### config.mk
export PLATFORM = sky130hd
export DESIGN_NAME = fp_cmp_flags
export DESIGN_NICKNAME = d
export VERILOG_FILES = /design/src/rtl/fpcmp_pkg.sv /design/src/rtl/fpcmp_unpack.sv /design/src/rtl/fpcmp_order.sv /design/src/rtl/fpcmp_flagreg.sv /design/src/rtl/fp_cmp_flags.sv
export SDC_FILE = /design/constraint.sdc
export NUM_CORES = 1
export LEC_CHECK = 0
export BUFFER_PORTS_ARGS = -buffer_cell sky130_fd_sc_hd__buf_2
export CAP_MARGIN = 40
export CORE_UTILIZATION = 47
export CTS_BUF_LIST = sky130_fd_sc_hd__clkbuf_4
export DETAILED_ROUTE_END_ITERATION = 12
export GPL_ROUTABILITY_DRIVEN = 0
export PLACE_DENSITY = 0.79
export SYNTH_ARGS = -nofsm -noshare
export SYNTH_HDL_FRONTEND = slang
export SYNTH_SLANG_ARGS = --single-unit
### constraint.sdc
create_clock -name clk -period 0.9 [get_ports clk]
set_input_delay 0.045 -clock clk [delete_from_list [all_inputs] [get_ports clk]]
set_output_delay 0.045 -clock clk [all_outputs]
set_load 0.01 [all_outputs]
### src/rtl/fpcmp_pkg.sv
package fpcmp_pkg;

  localparam int OPW   = 64;
  localparam int MAGW  = OPW - 1;
  localparam int FLAGW = 4;

  typedef enum logic [1:0] {
    FMT_S   = 2'b00,
    FMT_D   = 2'b01,
    FMT_RSV = 2'b10,
    FMT_H   = 2'b11
  } fmt_e;

  typedef enum logic [1:0] {
    ORD_LT = 2'd0,
    ORD_EQ = 2'd1,
    ORD_GT = 2'd2,
    ORD_UN = 2'd3
  } ord_e;

  typedef struct packed {
    logic            sign;
    logic [MAGW-1:0] mag;
    logic            is_nan;
    logic            is_snan;
    logic            is_zero;
  } opnd_t;

  // Split a right-aligned operand into sign, magnitude and NaN/zero class.
  function automatic opnd_t unpack_op(fmt_e f, logic [OPW-1:0] r);
    opnd_t o;
    logic  exp_ones;
    logic  frac_nz;
    logic  quiet_bit;
    o         = '0;
    exp_ones  = 1'b0;
    frac_nz   = 1'b0;
    quiet_bit = 1'b0;
    case (f)
      FMT_H: begin
        o.sign    = r[15];
        o.mag     = {48'd0, r[14:0]};
        exp_ones  = &r[14:10];
        frac_nz   = |r[9:0];
        quiet_bit = r[9];
      end
      FMT_S: begin
        o.sign    = r[31];
        o.mag     = {32'd0, r[30:0]};
        exp_ones  = &r[30:23];
        frac_nz   = |r[22:0];
        quiet_bit = r[22];
      end
      FMT_D: begin
        o.sign    = r[63];
        o.mag     = r[62:0];
        exp_ones  = &r[62:52];
        frac_nz   = |r[51:0];
        quiet_bit = r[51];
      end
      default: o = '0;
    endcase
    o.is_nan  = exp_ones & frac_nz;
    o.is_snan = o.is_nan & ~quiet_bit;
    o.is_zero = (o.mag == '0);
    return o;
  endfunction

  // Sign-magnitude "a below b" for non-NaN, not-both-zero operands.
  function automatic logic a_below_b(opnd_t a, opnd_t b);
    logic r;
    if (a.sign != b.sign) r = a.sign;
    else if (!a.sign)     r = (a.mag < b.mag);
    else                  r = (a.mag > b.mag);
    return r;
  endfunction

  function automatic logic [FLAGW-1:0] flags_of(ord_e o);
    logic [FLAGW-1:0] n;
    case (o)
      ORD_LT:  n = 4'b1000;
      ORD_EQ:  n = 4'b0110;
      ORD_GT:  n = 4'b0010;
      default: n = 4'b0011;
    endcase
    return n;
  endfunction

endpackage

### src/rtl/fpcmp_unpack.sv
module fpcmp_unpack
  import fpcmp_pkg::*;
(
  input  fmt_e           fmt_i,
  input  logic [OPW-1:0] raw_i,
  output opnd_t          op_o
);

  always_comb op_o = unpack_op(fmt_i, raw_i);

endmodule

### src/rtl/fpcmp_order.sv
module fpcmp_order
  import fpcmp_pkg::*;
(
  input  opnd_t a_i,
  input  opnd_t b_i,
  output logic  lt_o,
  output logic  eq_o,
  output logic  gt_o,
  output logic  un_o,
  output ord_e  ord_o
);

  logic both_zero;
  logic same_bits;
  logic below;

  always_comb begin
    un_o      = a_i.is_nan | b_i.is_nan;
    both_zero = a_i.is_zero & b_i.is_zero;
    same_bits = (a_i.sign == b_i.sign) && (a_i.mag == b_i.mag);
    below     = a_below_b(a_i, b_i);
    eq_o      = ~un_o & (both_zero | same_bits);
    lt_o      = ~un_o & ~eq_o & below;
    gt_o      = ~un_o & ~eq_o & ~below;
  end

  always_comb begin
    if (un_o)      ord_o = ORD_UN;
    else if (eq_o) ord_o = ORD_EQ;
    else if (lt_o) ord_o = ORD_LT;
    else           ord_o = ORD_GT;
  end

endmodule

### src/rtl/fpcmp_flagreg.sv
module fpcmp_flagreg
  import fpcmp_pkg::*;
(
  input  logic             clk,
  input  logic             rst_n,
  input  logic             valid_i,
  input  logic             fmt_bad_i,
  input  ord_e             ord_i,
  input  logic             inv_i,
  input  logic             trap_en_i,
  output logic [FLAGW-1:0] nzcv_o,
  output logic             sticky_o,
  output logic             trap_o,
  output logic             err_o
);

  logic take;
  logic raise_trap;
  logic raise_flag;

  always_comb begin
    take       = valid_i & ~fmt_bad_i;
    raise_trap = take & inv_i & trap_en_i;
    raise_flag = take & inv_i & ~trap_en_i;
  end

  always_ff @(posedge clk or negedge rst_n) begin
    if (!rst_n) begin
      nzcv_o   <= '0;
      sticky_o <= 1'b0;
      trap_o   <= 1'b0;
      err_o    <= 1'b0;
    end else begin
      trap_o <= raise_trap;
      err_o  <= valid_i & fmt_bad_i;
      if (take)       nzcv_o   <= flags_of(ord_i);
      if (raise_flag) sticky_o <= 1'b1;
    end
  end


  err_hold_chk: assert property (@(posedge clk) disable iff (!rst_n)
    (valid_i && fmt_bad_i) |=> ($stable(nzcv_o) && err_o && !trap_o && $stable(sticky_o)));


  trap_req_chk: assert property (@(posedge clk) disable iff (!rst_n)
    (take && inv_i && trap_en_i) |=> (trap_o && $stable(sticky_o)));


  sticky_keep_chk: assert property (@(posedge clk) disable iff (!rst_n)
    !$fell(sticky_o));


  idle_hold_chk: assert property (@(posedge clk) disable iff (!rst_n)
    !valid_i |=> ($stable(nzcv_o) && !trap_o && !err_o));


  unord_flags_chk: assert property (@(posedge clk) disable iff (!rst_n)
    (take && ord_i == ORD_UN) |=> (nzcv_o == 4'b0011));

endmodule

### src/rtl/fp_cmp_flags.sv
module fp_cmp_flags
  import fpcmp_pkg::*;
#(
  parameter bit HALF_EN = 1'b1
) (
  input  logic        clk,
  input  logic        rst_n,
  input  logic        valid_i,
  input  logic [1:0]  fmt_i,
  input  logic        cmp_zero_i,
  input  logic        sig_mode_i,
  input  logic        trap_en_i,
  input  logic [63:0] op_a_i,
  input  logic [63:0] op_b_i,
  output logic [3:0]  nzcv_o,
  output logic        inv_sticky_o,
  output logic        trap_o,
  output logic        fmt_err_o
);

  localparam int NOPS = 2;

  fmt_e           fmt;
  logic           fmt_bad;
  logic [OPW-1:0] raw   [NOPS];
  opnd_t          opnd  [NOPS];
  logic           lt, eq, gt, un;
  ord_e           ord;
  logic           any_nan;
  logic           any_snan;
  logic           inv;

  always_comb begin
    fmt     = fmt_e'(fmt_i);
    fmt_bad = (fmt == FMT_RSV) || ((fmt == FMT_H) && !HALF_EN);
    raw[0]  = op_a_i;
    raw[1]  = cmp_zero_i ? '0 : op_b_i;
  end

  for (genvar g = 0; g < NOPS; g++) begin : g_unpack
    fpcmp_unpack u_unpack (
      .fmt_i (fmt),
      .raw_i (raw[g]),
      .op_o  (opnd[g])
    );
  end

  fpcmp_order u_order (
    .a_i   (opnd[0]),
    .b_i   (opnd[1]),
    .lt_o  (lt),
    .eq_o  (eq),
    .gt_o  (gt),
    .un_o  (un),
    .ord_o (ord)
  );

  always_comb begin
    any_nan  = opnd[0].is_nan  | opnd[1].is_nan;
    any_snan = opnd[0].is_snan | opnd[1].is_snan;
    inv      = any_snan | (sig_mode_i & any_nan);
  end

  fpcmp_flagreg u_flags (
    .clk       (clk),
    .rst_n     (rst_n),
    .valid_i   (valid_i),
    .fmt_bad_i (fmt_bad),
    .ord_i     (ord),
    .inv_i     (inv),
    .trap_en_i (trap_en_i),
    .nzcv_o    (nzcv_o),
    .sticky_o  (inv_sticky_o),
    .trap_o    (trap_o),
    .err_o     (fmt_err_o)
  );


  one_outcome_chk: assert property (@(posedge clk) disable iff (!rst_n)
    $onehot({lt, eq, gt, un}));


  nan_unord_chk: assert property (@(posedge clk) disable iff (!rst_n)
    (opnd[0].is_nan || opnd[1].is_nan) |-> (ord == ORD_UN));


  zero_eq_chk: assert property (@(posedge clk) disable iff (!rst_n)
    (opnd[0].is_zero && opnd[1].is_zero && !fmt_bad) |-> eq);


  cmpz_chk: assert property (@(posedge clk) disable iff (!rst_n)
    cmp_zero_i |-> (opnd[1].is_zero && !opnd[1].sign && !opnd[1].is_nan));


  quiet_inv_chk: assert property (@(posedge clk) disable iff (!rst_n)
    (!sig_mode_i && !opnd[0].is_snan && !opnd[1].is_snan) |-> !inv);

endmodule

==> impl_metrics.yaml, run 1 <==
status:
  status: "complete, but fails checks"
  violations: "setup timing"
yosys:
  synth_largest_type_area_fraction_pct: 23.5
  synthesized_area_per_cell_um2: 6.73
  synth_nets: 698
  synth_area_leader_cell: "ha_1"
  synth.area.top_cells: "ha_1 23%, nand2_1 11%, and3_1 6.3%"
  synthCells: 499
  synth_enable_flop_cells: 0
  yosysSeqAreaShare_pct: 5.22
  synth.ff_latch_count: 7
  async_reset_ff_share_pct: 100
  yosys_most_used_dff: "dfrtp_1"
  yosysMostFrequentCell: "nand2_1"
  yosysWarnings: 0
  netlist_area_um2: 3360
  post_synth_num_cell_types: 62
  most_numerous_cell_types_in_the_synthesized_netlist: "98 x nand2_1, 63 x ha_1, 35 x a21oi_1, 35 x nor2_1, 34 x and3_1"
detailed_routing:
  drt_pre_antenna_iters: 8
  routed-via-count: 5483
  drc_errors: 0
  finalWirelength_mm: 15.5
  drt_iter0_markers: 583
  antenna_violating_nets_post_route: 0
  detail_route.vias_per_cell: 6.40
  post_drt_wl_per_cell_um: 18.1
setup_path:
  worst_path_dominant_cell_family: "simple AND/OR/NAND/NOR gates"
  path_max_fanout: 8
  crit_path_cell_trace: "buf_2 > buf_12 > nor2_4 > buf_6 > nand2_2 > ha_4 > nand4_1 > nor4_4 > o31a_1 > o31a_1 > mux2_4 > o32a_1"
  worst-endpoint-arrival_ns: 2.52
  critical_path.max_stage_delay_ns: 0.39
  worst_path_bufs_invs: 3
  cp-end-kind: "flop"
  worst-r2r-setup-slack_ns: 0.21
  criticalPathCategory: "primary input to flop"
  startpoint_type: "primary input"
  cp_data_required_time_ns: 1.03
  crit_slowest_cell: "nor4_4"
  crit_path_frequent_cell: "o31a_1"
place:
  placement.io_buffers: 142
  place_hpwl_mm: 11.8
  post-place-ws_ns: -1.78
grt:
  global_route_layer_with_the_greatest_usage: "met2"
  grt.overflow.total: 0
  grt_pass1_wl_mm: 23.5
  grt_use_met2_pct: 69.4
  grt_max_degree: 34
  grt_use_met1_pct: 43.3
  global_route.usage.total_pct: 39.3
  global_routing_met3_resource_utilization_pct: 6.76
  grt_pass1_vias: 5211
  grt_antenna_before_repair: 0
sta:
  tightestPinTransition_ns: 0.425
  timing.clock.skew_ns: 0
  fin_tns_setup_ns: -6.68
  worst_slew_margin_rel_pct: 71.3
  finalHoldViolations: 0
  layout_setup_ws_ns: -1.49
  final.hold.worst_slack_ns: 0.0523
  timing.final.setup_violations: 6
  timing.fmax_mhz: 418
  finalWorstPathRequiredPeriod_ns: 2.39
  post-route-period-util_pct: 266
  slew_viol_final: 0
  grt_setup_unrepaired: "yes"
clock_tree:
  cts_tree: "done"
  cts.path.max_buffers: 2
  cts-root-buf: "clkbuf_4"
  clkTransAtPathRegs_ns: 0.05
  htree_levels: 1
  cts_made_buffers: 3
  worstSkewPairLatency_ns: 0.25
  cts.sinks: 7
finish:
  final_util_pct: 83.0
  drive_gt1_share_pct: 46.4
  nNetsFinal: 961
  areaGrowthSynthToFinish_pct: 68.8
  antenna_cells_inserted: 0
pwr:
  vdd.ir_drop.worst_v: 0.000319
  power.static_leakage_uw: 0.00280
  power_density_nw_per_um2: 601
floorplanning:
  design.core.area_um2: 6830
  fp.dieArea_um2: 7490
  start_util_pct: 49.2
  floorplan.io_pins: 143
  num_rows: 30
  die_h_um: 86.5
  die_w_um: 86.5
job:
  maxCapViolations: 0
min_path:
  hp-class: "primary input to flop"
cell usage in the layout (no fill, tap or decap), types with 6 or more instances in the layout:
cell type	count
a21oi_1	32
and2_1	12
and3_1	34
buf_2	141
buf_4	125
buf_6	6
dfrtp_1	7
ha_1	54
ha_4	9
inv_1	8
nand2_1	89
nand2_2	7
nand3_1	10
nand4_1	18
nor2_1	30
nor2b_1	15
nor3_1	13
nor4_1	12
nor4_2	6
o21ai_0	9
o21ai_1	8
report_power, final:
group | switching (uW) | internal, uW | total (uW)
clock | 116 | 199 | 315
combinational | 1390 | 1330 | 2730
sequential | 16.6 | 351 | 367
total | 1520 | 1880 | 3410
flip-flops by register name, indices dropped and copies added, names as in the netlist:
name / flops
u_flags.nzcv_o: 4
u_flags.err_o: 1
u_flags.sticky_o: 1
u_flags.trap_o: 1
metal layers:
metal,up-vias,routed length (um)
li1,2412,-
met1,2477,5650
met2,470,7290
met3,124,1500
met4,0,1070
met5,-,0
worst paths after layout:
path / startpoint / end / cells after the start
min in group asynchronous: rst_n / u_flags.nzcv_o[0]$_DFFE_PN0P_ / 2
max reg2reg: u_flags.nzcv_o[2]$_DFFE_PN0P_ / u_flags.nzcv_o[2]$_DFFE_PN0P_ / 1
max: fmt_i[1] / u_flags.nzcv_o[1]$_DFFE_PN0P_ / 12
max in group asynchronous: rst_n / u_flags.trap_o$_DFF_PN0_ / 2
min: trap_en_i / u_flags.trap_o$_DFF_PN0_ / 2
min reg2reg: u_flags.sticky_o$_DFFE_PN0P_ / u_flags.sticky_o$_DFFE_PN0P_ / 1
cell families after synthesis:
family | Yosys count | synth area share [%]
AND/OR/NAND/NOR | 292 | 45.9
AO/OA/AOI/OAI | 100 | 19.8
XOR/XNOR | 3 | 0.783
multiplexers | 5 | 1.56
adder cells (fa/ha/maj) | 63 | 23.5
flip-flops | 7 | 5.22
buffers and inverters | 29 | 3.32
through the flow:
step	instances	total power, uW	instance area, um2
floorplan	499	1510	3580
global placement	845	2600	5240
detailed placement	845	2710	5240
CTS	856	3150	5470
global route	857	3620	5670
finish	857	3410	5670
cell type report:
cell class                      instances  area [um2]
Timing Repair Buffer                  278        1820
Tap cell                               96         120
Fill cell                             424        1160
Sequential cell                         7         175
Multi-Input combinational cell        463        3490
Clock buffer                            4        30.0
Inverter                                9        36.3
what timing repair did:
item,CTS,global route
hold endpoints to repair,7,0
gates resized for setup,21,41
gates cloned,0,0
endpoints found under the setup margin,6,6
pin swaps,15,15
hold buffers,1,0
setup buffers,6,1
Power figures use the tool's default switching activity.
==> run 2: changes to the inputs <==
--- a/config.mk
+++ b/config.mk
@@ -5,13 +5,14 @@
 export SDC_FILE = /design/constraint.sdc
 export NUM_CORES = 1
 export LEC_CHECK = 0
+export ABC_AREA = 1
 export BUFFER_PORTS_ARGS = -buffer_cell sky130_fd_sc_hd__buf_2
 export CAP_MARGIN = 40
 export CORE_UTILIZATION = 47
 export CTS_BUF_LIST = sky130_fd_sc_hd__clkbuf_4
 export DETAILED_ROUTE_END_ITERATION = 12
 export GPL_ROUTABILITY_DRIVEN = 0
-export PLACE_DENSITY = 0.79
+export PLACE_DENSITY = 0.76
 export SYNTH_ARGS = -nofsm -noshare
 export SYNTH_HDL_FRONTEND = slang
 export SYNTH_SLANG_ARGS = --single-unit
==> run 2 against run 1 <==
Against the previous run:
- the run still ends with setup timing left
- sequential power decreased by 4%
- clock-buffer cell count unchanged
- sequential cell count unchanged
- clock power grew 6.7%
- core utilization shrank 1.8 points
- design area up 19%
- largest power group unchanged
==> impl_metrics.yaml, run 2 <==
yosys:
  synthCells: 823
  yosysSeqAreaShare_pct: 4.25
  synth_nets: 1022
  post_synth_num_cell_types: 24
  async_reset_ff_share_pct: 100
  yosysMostFrequentCell: "nand2_1"
  synth_enable_flop_cells: 0
  most_numerous_cell_types_in_the_synthesized_netlist: "223 x nand2_1, 186 x nor2_1, 127 x inv_1, 69 x nand3_1, 63 x ha_1"
  netlist_area_um2: 4120
  yosysWarnings: 0
  synth.area.top_cells: "nand2_1 20%, ha_1 19%, nor2_1 17%"
  synth_area_leader_cell: "nand2_1"
  yosys_most_used_dff: "dfrtp_1"
  synthesized_area_per_cell_um2: 5.01
  synth_largest_type_area_fraction_pct: 20.3
  synth.ff_latch_count: 7
detailed_routing:
  post_drt_wl_per_cell_um: 14.8
  drt_pre_antenna_iters: 5
  finalWirelength_mm: 18.1
  detail_route.vias_per_cell: 5.53
  drt_iter0_markers: 480
  drc_errors: 0
  antenna_violating_nets_post_route: 0
  routed-via-count: 6760
sta:
  slew_viol_final: 0
  tightestPinTransition_ns: 0.443
  finalHoldViolations: 0
  timing.final.setup_violations: 6
  finalWorstPathRequiredPeriod_ns: 2.12
  timing.fmax_mhz: 471
  worst_slew_margin_rel_pct: 70.4
  timing.clock.skew_ns: 0
  layout_setup_ws_ns: -1.22
  post-route-period-util_pct: 236
  grt_setup_unrepaired: "yes"
pwr:
  seq_power_share_pct: 8.9
  internal-power_uw: 2050
  pwr-share-clk_pct: 8.5
  vdd.ir_drop.worst_v: 0.000295
  power.switching_fraction_pct: 48.2
  power.static_leakage_uw: 0.00400
  power.switching_uw: 1910
  comb_power_share_pct: 82.6
  power_density_nw_per_um2: 585
clock_tree:
  cts.sinks: 7
  cts-root-buf: "clkbuf_4"
  cts_made_buffers: 3
  htree_levels: 1
  cts.path.max_buffers: 2
  worstSkewPairLatency_ns: 0.26
  clkTransAtPathRegs_ns: 0.06
  cts_tree: "done"
grt:
  grt_max_degree: 31
  grt_pass1_vias: 6008
  global_route.usage.total_pct: 35.6
  grt_pass1_wl_mm: 25.8
  grt.overflow.total: 0
  grt_antenna_before_repair: 0
finish:
  layout.cells.most_common: "nand2_1"
  max_ffs_per_register: 4
  largest_register: "u_flags.nzcv_o"
  commonest_cells_after_routing_fill_and_taps_aside: "199 x nand2_1, 169 x nor2_1, 157 x buf_4, 139 x buf_2, 123 x inv_1"
  drive_gt1_share_pct: 34.6
  antenna_cells_inserted: 0
  post_layout_nonfiller_instances: 1223
  areaGrowthSynthToFinish_pct: 64.4
  nNetsFinal: 1318
  filler_cell_count: 607
status:
  status: "complete, but fails checks"
  violations: "setup timing"
min_path:
  worstHoldStart: "trap_en_i"
  hp-class: "primary input to flop"
  holdPathEnd: "u_flags.trap_o$_DFF_PN0_"
  worstHoldPathCells: 3
setup_path:
  critical_path.max_stage_delay_ns: 0.35
  worst_path_dominant_cell_family: "simple AND/OR/NAND/NOR gates"
  reg2reg_from: "u_flags.nzcv_o[1]$_DFFE_PN0P_"
  worst_path_bufs_invs: 3
  worst-endpoint-arrival_ns: 2.28
  r2r_cells: 2
  worst-r2r-setup-slack_ns: 0.25
  cp_data_required_time_ns: 1.06
  criticalPathCategory: "primary input to flop"
  path_max_fanout: 19
  crit_slowest_cell: "nor2_1"
  crit_path_cell_trace: "buf_12 > buf_4 > nand2_8 > buf_4 > nor2_1 > ha_1 > nand2_1 > nand2_1 > nand2_1 > nand2_1 > a21oi_1 > nand2_1 > a21oi_1 > nand2_1 > nand2_1 > nand2_2 > nand3_2 > nand2_2 > nand2_2"
  crit_path_frequent_cell: "nand2_1"
  r2r_end: "u_flags.nzcv_o[1]$_DFFE_PN0P_"
  startpoint_type: "primary input"
  cp-end-kind: "flop"
floorplanning:
  num_rows: 33
  die_h_um: 95.6
  floorplan.io_pins: 143
  fp.dieArea_um2: 9150
  die_w_um: 95.6
  start_util_pct: 49.4
  design.core.area_um2: 8340
place:
  post-place-ws_ns: -1.37
  dpl.cell_count: 1203
  placement.io_buffers: 142
  place_hpwl_mm: 13.0
job:
  maxCapViolations: 0
## run 2: cell count changes in the layout (fill, tap and decap cells not counted), sizes merged, moves of 9 or more
| cell | delta |
|---|---|
| buf | +35 |
| a21oi | +12 |
| and2 | -16 |
| and3 | -35 |
| nand3 | +59 |
| or4 | -9 |
| nor4 | -18 |
| nor2b | -18 |
| nor2 | +151 |
| nand2 | +126 |
| inv | +122 |
## run 2: logic make-up after synthesis
group | Yosys count | share of synthesized area (%)
flip-flops | 7 | 4.25
AND/OR/NAND/NOR | 517 | 51.3
AO/OA/AOI/OAI | 81 | 10.5
XOR/XNOR | 1 | 0.213
adder cells (fa/ha/maj) | 63 | 19.1
buffers and inverters | 154 | 14.6
## run 2: power by group through the flow
stage,sequential [uW],combinational (uW),clock (uW)
CTS,351,2950,335
finish,354,3270,336
global route,356,3550,357
floorplan,373,1470,0
global placement,360,2720,0
detailed placement,357,2780,0
## run 2: layer usage
| metal | up-vias | global-route usage, % | share of wire (%) |
|---|---|---|---|
| met5 | - | 0 | 0 |
| li1 | 3214 | - | - |
| met2 | 416 | 64.0 | 48 |
| met1 | 3025 | 40.9 | 38 |
| met4 | 0 | 16.0 | 4.9 |
| met3 | 105 | 5.90 | 9.9 |
## run 2: worst max path at each step
| stage | end | depth (start not counted) | start |
|---|---|---|---|
| 2_1_floorplan | u_flags.nzcv_o[1]$_DFFE_PN0P_ | 19 | fmt_i[1] |
| 3_5_place_dp | u_flags.nzcv_o[1]$_DFFE_PN0P_ | 17 | fmt_i[0] |
| 5_1_grt | u_flags.nzcv_o[3]$_DFFE_PN0P_ | 19 | fmt_i[0] |
| 6_report | u_flags.nzcv_o[1]$_DFFE_PN0P_ | 19 | fmt_i[0] |
| 4_1_cts | u_flags.nzcv_o[1]$_DFFE_PN0P_ | 19 | fmt_i[1] |
| 3_3_place_gp | u_flags.nzcv_o[3]$_DFFE_PN0P_ | 16 | fmt_i[0] |
## run 2: area by class of cell
| class | count | area [um2] | share of cell area, % |
|---|---|---|---|
| multi-input cells | 663 | 3730 | 55.1 |
| repair buffers | 313 | 2170 | 32.0 |
| inverters | 131 | 538 | 7.94 |
| flip-flops and latches | 7 | 175 | 2.59 |
| well taps | 105 | 131 | 1.94 |
| clock buffers | 4 | 30.0 | 0.443 |
## run 2: what timing repair did
| action | in CTS | in global routing |
|---|---|---|
| hold buffers | 1 | 0 |
| pin swaps | 28 | 27 |
| endpoints found under the hold margin | 7 | 0 |
| buffers inserted | 7 | 5 |
| endpoints found under the setup margin | 6 | 6 |
| gates resized for setup | 46 | 38 |
| gates cloned | 3 | 0 |
## run 2: metrics by stage
step           cell area (um2)  power (uW)  hold WS (ns)  TNS, ns  utilization [%]
3_3_place_gp              6190        3080        -0.121    -7.12             74.2
3_5_place_dp              6190        3130        -0.117    -7.26             74.2
5_1_grt                   6770        4270        0.0423    -6.10             81.2
6_report                  6770        3960        0.0326    -5.47             81.2
2_1_floorplan             4340        1840        -0.251    -3.08                -
4_1_cts                   6540        3640        0.0306    -4.26             78.4
## run 2: worst min-delay path, delay by kind of cell
kind | cells | cell delay [ns]
buffers and inverters | 2 | 0.18
AO/OA/AOI/OAI | 1 | 0.03
